`src/rtl/i2c_byte_master.sv`:
```
module i2c_byte_master #(
  parameter int DIV_W   = 18,
  parameter int GSR_W   = 4,
  parameter int TSR_W   = 8,
  parameter int TSR_RST = 32
) (
  input  logic        clk,
  input  logic        rst_n,
  input  logic        reg_we,
  input  logic [2:0]  reg_waddr,
  input  logic [31:0] reg_wdata,
  input  logic [2:0]  reg_raddr,
  output logic [31:0] reg_rdata,
  output logic        scl_oe,
  output logic        sda_oe,
  input  logic        sda_in
);
  localparam int TW = DIV_W + 1;

  typedef enum logic [3:0] {IDLE, RS_LO, RS_HI, S_HOLD, B_LO, B_HI, P_LO, P_HI, P_END} st_t;
  st_t st;

  logic [TW-1:0]    tmr;
  logic [DIV_W-1:0] div_q;
  logic [GSR_W-1:0] gsr_q;
  logic [TSR_W-1:0] tsr_q;
  logic [7:0]       data_q, sh;
  logic [3:0]       bitn;
  logic rx_q, rd_dir, start_q, stop_q, nak_q, held, dt, dr, nack, srst_q, sda_s1, sda_s2;

  wire busy    = st != IDLE;
  wire ctrl_we = reg_we && reg_waddr == 3'd0;
  wire cmd_ok  = ctrl_we && !busy && !srst_q && reg_wdata[0] && reg_wdata[1] && !reg_wdata[7];
  wire [TW-1:0] h_len = TW'(div_q) + TW'(2);
  wire [TW-1:0] l_len = h_len + TW'(gsr_q);
  wire lo_ph = st == RS_LO || st == B_LO || st == P_LO;
  wire tick  = tmr == (lo_ph ? l_len : h_len) - TW'(1);

  always_ff @(posedge clk or negedge rst_n) begin
    if (!rst_n) begin
      div_q <= '0;
      gsr_q <= '0;
      tsr_q <= TSR_W'(TSR_RST);
    end else if (reg_we) begin
      if (reg_waddr == 3'd3) div_q <= reg_wdata[DIV_W-1:0];
      if (reg_waddr == 3'd4) begin
        gsr_q <= reg_wdata[GSR_W-1:0];
        tsr_q <= reg_wdata[16 +: TSR_W];
      end
    end
  end

  always_ff @(posedge clk or negedge rst_n) begin
    if (!rst_n) begin
      sda_s1 <= 1'b1;
      sda_s2 <= 1'b1;
    end else begin
      sda_s1 <= sda_in;
      sda_s2 <= sda_s1;
    end
  end

  always_ff @(posedge clk or negedge rst_n) begin
    if (!rst_n) begin
      st <= IDLE; tmr <= '0; data_q <= '0; sh <= '0; bitn <= '0;
      rx_q <= 1'b0; rd_dir <= 1'b0; start_q <= 1'b0; stop_q <= 1'b0; nak_q <= 1'b0;
      held <= 1'b0; dt <= 1'b0; dr <= 1'b0; nack <= 1'b0; srst_q <= 1'b0;
    end else if (srst_q) begin
      st <= IDLE; tmr <= '0; held <= 1'b0; rd_dir <= 1'b0;
      dt <= 1'b0; dr <= 1'b0; nack <= 1'b0; srst_q <= 1'b0;
    end else begin
      if (ctrl_we && reg_wdata[7]) srst_q <= 1'b1;
      if (reg_we && reg_waddr == 3'd2) data_q <= reg_wdata[7:0];
      if (st == IDLE) begin
        if (cmd_ok) begin
          dt <= 1'b0; dr <= 1'b0; tmr <= '0; bitn <= '0; sh <= data_q;
          start_q <= reg_wdata[2]; stop_q <= reg_wdata[3]; nak_q <= reg_wdata[4];
          rx_q <= reg_wdata[2] ? 1'b0 : rd_dir;
          st <= !reg_wdata[2] ? B_LO : (held ? RS_LO : S_HOLD);
        end
      end else if (!tick) begin
        tmr <= tmr + TW'(1);
      end else begin
        tmr <= '0;
        case (st)
          RS_LO:  st <= RS_HI;
          RS_HI:  st <= S_HOLD;
          S_HOLD: begin st <= B_LO; held <= 1'b1; end
          B_LO:   st <= B_HI;
          B_HI: if (bitn == 4'd8) begin
            nack <= sda_s2;
            if (rx_q) begin dr <= 1'b1; data_q <= sh; end
            else dt <= 1'b1;
            if (start_q) rd_dir <= data_q[0];
            st <= stop_q ? P_LO : IDLE;
          end else begin
            bitn <= bitn + 4'd1;
            sh   <= {sh[6:0], sda_s2};
            st   <= B_LO;
          end
          P_LO:   st <= P_HI;
          P_HI:   st <= P_END;
          P_END:  begin st <= IDLE; held <= 1'b0; end
          default: st <= IDLE;
        endcase
      end
    end
  end

  assign scl_oe = lo_ph || (st == IDLE && held);

  always_comb begin
    case (st)
      S_HOLD, P_LO, P_HI: sda_oe = 1'b1;
      B_LO, B_HI:         sda_oe = bitn[3] ? (rx_q && !nak_q) : (!rx_q && !sh[7]);
      default:            sda_oe = 1'b0;
    endcase
  end

  always_comb begin
    case (reg_raddr)
      3'd0:    reg_rdata = {24'd0, srst_q, 7'd0};
      3'd1:    reg_rdata = {28'd0, nack, dr, dt, busy};
      3'd2:    reg_rdata = {24'd0, data_q};
      3'd3:    reg_rdata = 32'(div_q);
      3'd4:    reg_rdata = (32'(tsr_q) << 16) | 32'(gsr_q);
      default: reg_rdata = 32'd0;
    endcase
  end


  sda_edge_chk: assert property (@(posedge clk) disable iff (!rst_n)
    (!scl_oe && !$past(scl_oe) && (sda_oe != $past(sda_oe)) && !$past(srst_q))
      |-> (st == S_HOLD || st == P_END));


  busy_hold_chk: assert property (@(posedge clk) disable iff (!rst_n)
    (busy && !srst_q) |=> ($stable(stop_q) && $stable(nak_q) && $stable(rx_q)));


  flag_excl_chk: assert property (@(posedge clk) disable iff (!rst_n) !(dt && dr));


  dt_slot_chk: assert property (@(posedge clk) disable iff (!rst_n)
    $rose(dt) |-> ($past(st) == B_HI && bitn == 4'd8));


  srst_clr_chk: assert property (@(posedge clk) disable iff (!rst_n)
    srst_q |=> (!srst_q && !busy && !scl_oe && !sda_oe));
endmodule

```
`config.mk`:
```
export PLATFORM = sky130hd
export DESIGN_NAME = i2c_byte_master
export DESIGN_NICKNAME = d
export VERILOG_FILES = /design/src/rtl/i2c_byte_master.sv
export SDC_FILE = /design/constraint.sdc
export NUM_CORES = 1
export LEC_CHECK = 0
export ABC_AREA = 1
export BUFFER_PORTS_ARGS = -buffer_cell sky130_fd_sc_hd__buf_2
export CORE_UTILIZATION = 40
export CTS_CLUSTER_SIZE = 30
export DETAILED_ROUTE_END_ITERATION = 10
export RECOVER_POWER = 50
export REMOVE_ABC_BUFFERS = 1
export SYNTH_ARGS = -nofsm -noshare
export SYNTH_HDL_FRONTEND = slang
export SYNTH_SLANG_ARGS = --single-unit
```
`constraint.sdc`:
```
create_clock -name clk -period 4.5 [get_ports clk]
set_clock_uncertainty 0.1 [all_clocks]
set_input_delay 0.225 -clock clk [delete_from_list [all_inputs] [get_ports clk]]
set_output_delay 0.225 -clock clk [all_outputs]
set_load 0.01 [all_outputs]
```
==> impl_metrics.py <==
metrics = {
    "setup_path": {
        "path_delay_family": "simple AND/OR/NAND/NOR gates",
        "cp_cell_sequence": "ha_1, ha_1, nand3_1, nand2_1, nand2_1, a21oi_1, nand2_1, nand2_1, nand2_1, nor2_4, nand3_4, nor2_4, nand2_2, nor2_2, nand3_1, nand2_1, nand2_1, inv_2, nand3_2, nand2_2, inv_2, nor2_8, buf_12, nor3_2",
        "worst_setup_path_start_kind": "flip-flop",
        "crit_buf_inv": 3,
        "critPathSlowestCell": "dfrtp_2",
        "crit_arrival_ns": 4.13,
        "worstPathRequired_ns": 4.61,
        "crit_path_max_fanout": 17,
        "max_stage_delay_ns": 0.45,
        "crit_type": "flip-flop to flip-flop",
        "crit_top_cell": "nand2_1",
        "critPathCaptureType": "flip-flop",
    },
    "routing": {
        "detail-route-antenna-nets": 0,
        "wl_per_cell_um": 13.0,
        "drtIter0Drc": 305,
        "via_count": 6411,
        "drc_errors": 0,
        "vias_per_cell": 4.94,
        "drtPass1Iterations": 5,
        "wirelength_mm": 16.9,
    },
    "synthesis": {
        "synth_top_area_cell": "dfrtp_1",
        "synth_warnings": 0,
        "syn-instance-count": 1018,
        "synth.avg_cell_area_sq_um": 6.53,
        "ys_ff_latch": 85,
        "synth_top_area_share_pct": 30.9,
        "synth_edf_count": 0,
        "ys_types": 46,
        "synthTopCellsByArea": "dfrtp_1 (31%), nand2_1 (17%), inv_1 (7.4%)",
        "synth-async-reset-ratio_pct": 100,
        "ys.flop_type": "dfrtp_1",
        "ys_seq_area_share_pct": 32.0,
        "synth_area_sq_mm": 0.00665,
    },
    "run_status": {
        "violations": "capacitance limit, slew limit",
        "outcome": "finished, violations left",
    },
    "floorplanning": {
        "fp.coreArea_sq_mm": 0.0161,
        "initial_core_util_pct": 41.4,
        "row_count": 46,
        "dieHeight_um": 131,
        "io_pins": 76,
        "fp.dieW_um": 131,
        "die_area_sq_mm": 0.0171,
    },
    "place": {
        "gp_congestion": 0.867,
        "port_buffers": 59,
        "dp_hpwl_mm": 13.2,
        "postPlaceCellArea_sq_mm": 0.00713,
    },
    "finish": {
        "area_delta_synth_final_pct": 12.5,
        "fillerInstances": 1712,
        "postLayoutCoreUtil_pct": 46.6,
        "final_nets": 1130,
        "final_area_sq_mm": 0.00748,
        "n_antenna_cell": 0,
        "drive_above_1_share_pct": 15.6,
    },
    "clocking": {
        "clock-sinks": 85,
        "cts_tree": "built",
        "cts_buffers": 9,
        "clk_pin_slew_ns": 0.07,
        "clock-root-buffer": "clkbuf_16",
        "htree_levels": 3,
        "clockBufferDepth": 2,
        "insertion_delay_ns": 0.36,
    },
    "sta": {
        "hold_viol": 0,
        "clock.fmax_mhz": 249,
        "worst_pin_slew_ns": 2.38,
        "finalMaxSlewViolations": 41,
        "setup_viol": 0,
        "relSlewSlack_pct": -59.0,
        "tns_ns": 0,
        "period_share_pct": 89.2,
        "timing.final.crit_period_ns": 4.02,
        "rsz0062_at_grt": "no",
    },
    "min_path": {
        "hold_path.class": "input pin to flip-flop",
    },
    "global_route": {
        "grt_pass1_vias": 6295,
        "grt_max_degree": 47,
        "grt_overflow": 0,
        "grt_pass1_wl_mm": 29.3,
        "antenna_found_initial": 0,
        "track_usage_pct": 21.8,
    },
    "power": {
        "power_mw": 3.18,
        "p_leak_nw": 3.86,
        "peakVddDrop_mv": 0.224,
        "power-per-cell-area_mw_per_mm2": 425,
    },
    "flow_run": {
        "cap_violations": 1,
    },
}
==> registers in the layout, summed over array words and instances (netlist names), 4 cells and up <==
| name | count |
|---|---|
| st | 4 |
| bitn | 4 |
| gsr_q | 4 |
| data_q | 8 |
| div_q | 18 |
| tmr | 19 |
| tsr_q | 8 |
| sh | 8 |
==> where the power goes <==
part | leakage [nW] | switching [mW] | internal [mW]
logic | 2.71 | 0.940 | 0.473
registers | 1.02 | 0.127 | 0.901
clock network | 0.134 | 0.344 | 0.397
total | 3.86 | 1.41 | 1.77
==> Yosys cell counts, drive strengths merged (2+ instances only) <==
cell / instances
a211oi: 2
a21oi: 35
buf: 14
clkbuf: 12
clkinv: 3
dfrtp: 82
dfstp: 3
ha: 9
inv: 144
nand2: 323
nand3: 94
nand3b: 4
nand4: 20
nor2: 130
nor3: 25
nor3b: 4
nor4: 3
o2111ai: 4
o211ai: 8
o21ai: 70
o221ai: 2
o22ai: 4
xor2: 15
==> area by class of cell <==
class | instances | area (sq um) | share of cell area [%]
Multi-Input combinational cell | 767 | 3860 | 51.7
Sequential cell | 85 | 2130 | 28.5
Inverter | 147 | 554 | 7.41
Timing Repair Buffer | 68 | 374 | 5.00
Tap cell | 216 | 270 | 3.61
Clock buffer | 11 | 243 | 3.24
Clock inverter | 5 | 43.8 | 0.585
==> worst paths after layout <==
kind,depth (start not counted),slack [ns],to,start
worst min register to register,0,0.26,sda_s2$_DFF_PN1_,sda_s1$_DFF_PN1_
max in group asynchronous,3,1.03,div_q[2]$_DFFE_PN0P_,rst_n
worst min-delay path,3,0.009,tsr_q[5]$_DFFE_PN1P_,reg_wdata[21]
worst max register to register,24,0.48,tmr[9]$_DFFE_PN0P_,div_q[2]$_DFFE_PN0P_
min in group asynchronous,2,1.04,div_q[13]$_DFFE_PN0P_,rst_n
worst max-delay path,24,0.48,tmr[9]$_DFFE_PN0P_,div_q[2]$_DFFE_PN0P_
==> layout by cell type (no fill, tap or decap), types with 7 or more instances in the layout <==
cell	Yosys	final
nand4_1	19	19
nor3_2	7	7
o21ai_2	8	8
inv_2	13	12
conb_1	1	8
o211ai_1	8	8
nor2_2	17	18
nor2_1	104	102
nand3_1	90	89
xor2_1	14	14
nor2_4	7	8
clkbuf_16	0	9
nor3_1	18	18
nand2_1	304	303
ha_1	9	9
a21oi_1	35	35
inv_1	131	131
o21ai_1	12	12
nand2_2	15	16
o21ai_0	50	50
dfrtp_1	82	81
buf_2	3	56
==> cell families (layout without fill, tap and decap cells) <==
group | Yosys count | count (layout) | share of synthesized area [%]
flops | 85 | 85 | 32.0
buf+inv | 173 | 231 | 10.6
other cells | 1 | 8 | 0.0564
fa+ha+maj | 10 | 10 | 1.99
simple gates | 604 | 604 | 42.0
compound gates | 129 | 129 | 11.1
xor+xnor | 16 | 16 | 2.22
==> metal layers <==
metal  global-route usage [%]  wire length, um  vias to the layer above
li1                         -                -                     3372
met1                     28.0             8070                     2900
met2                     37.0             7950                      112
met3                     4.56              612                       27
met4                     6.22              314                        0
met5                        0                0                        -
==> what timing repair did <==
item,in CTS,in global routing
hold endpoints to repair,39,0
setup buffers,0,3
resized for setup,0,9
endpoints found under the setup margin,0,39
hold buffers,2,0
==> per-stage QoR <==
| stage | hold WS, ns | worst slack [ns] | instances |
|---|---|---|---|
| 2_1_floorplan | -0.171 | 0.955 | 999 |
| 3_3_place_gp | 0.156 | 0.378 | 1278 |
| 3_5_place_dp | 0.162 | 0.308 | 1278 |
| 4_1_cts | 0.00237 | 0.306 | 1296 |
| 5_1_grt | 0.0173 | 0.0232 | 1299 |
| 6_report | 0.00876 | 0.484 | 1299 |
==> tightest hold or removal path: stages <==
cell and delay (ns):
buf_2 0.10, nor2_1 0.09, a21oi_1 0.05
Power figures use the tool's default switching activity.
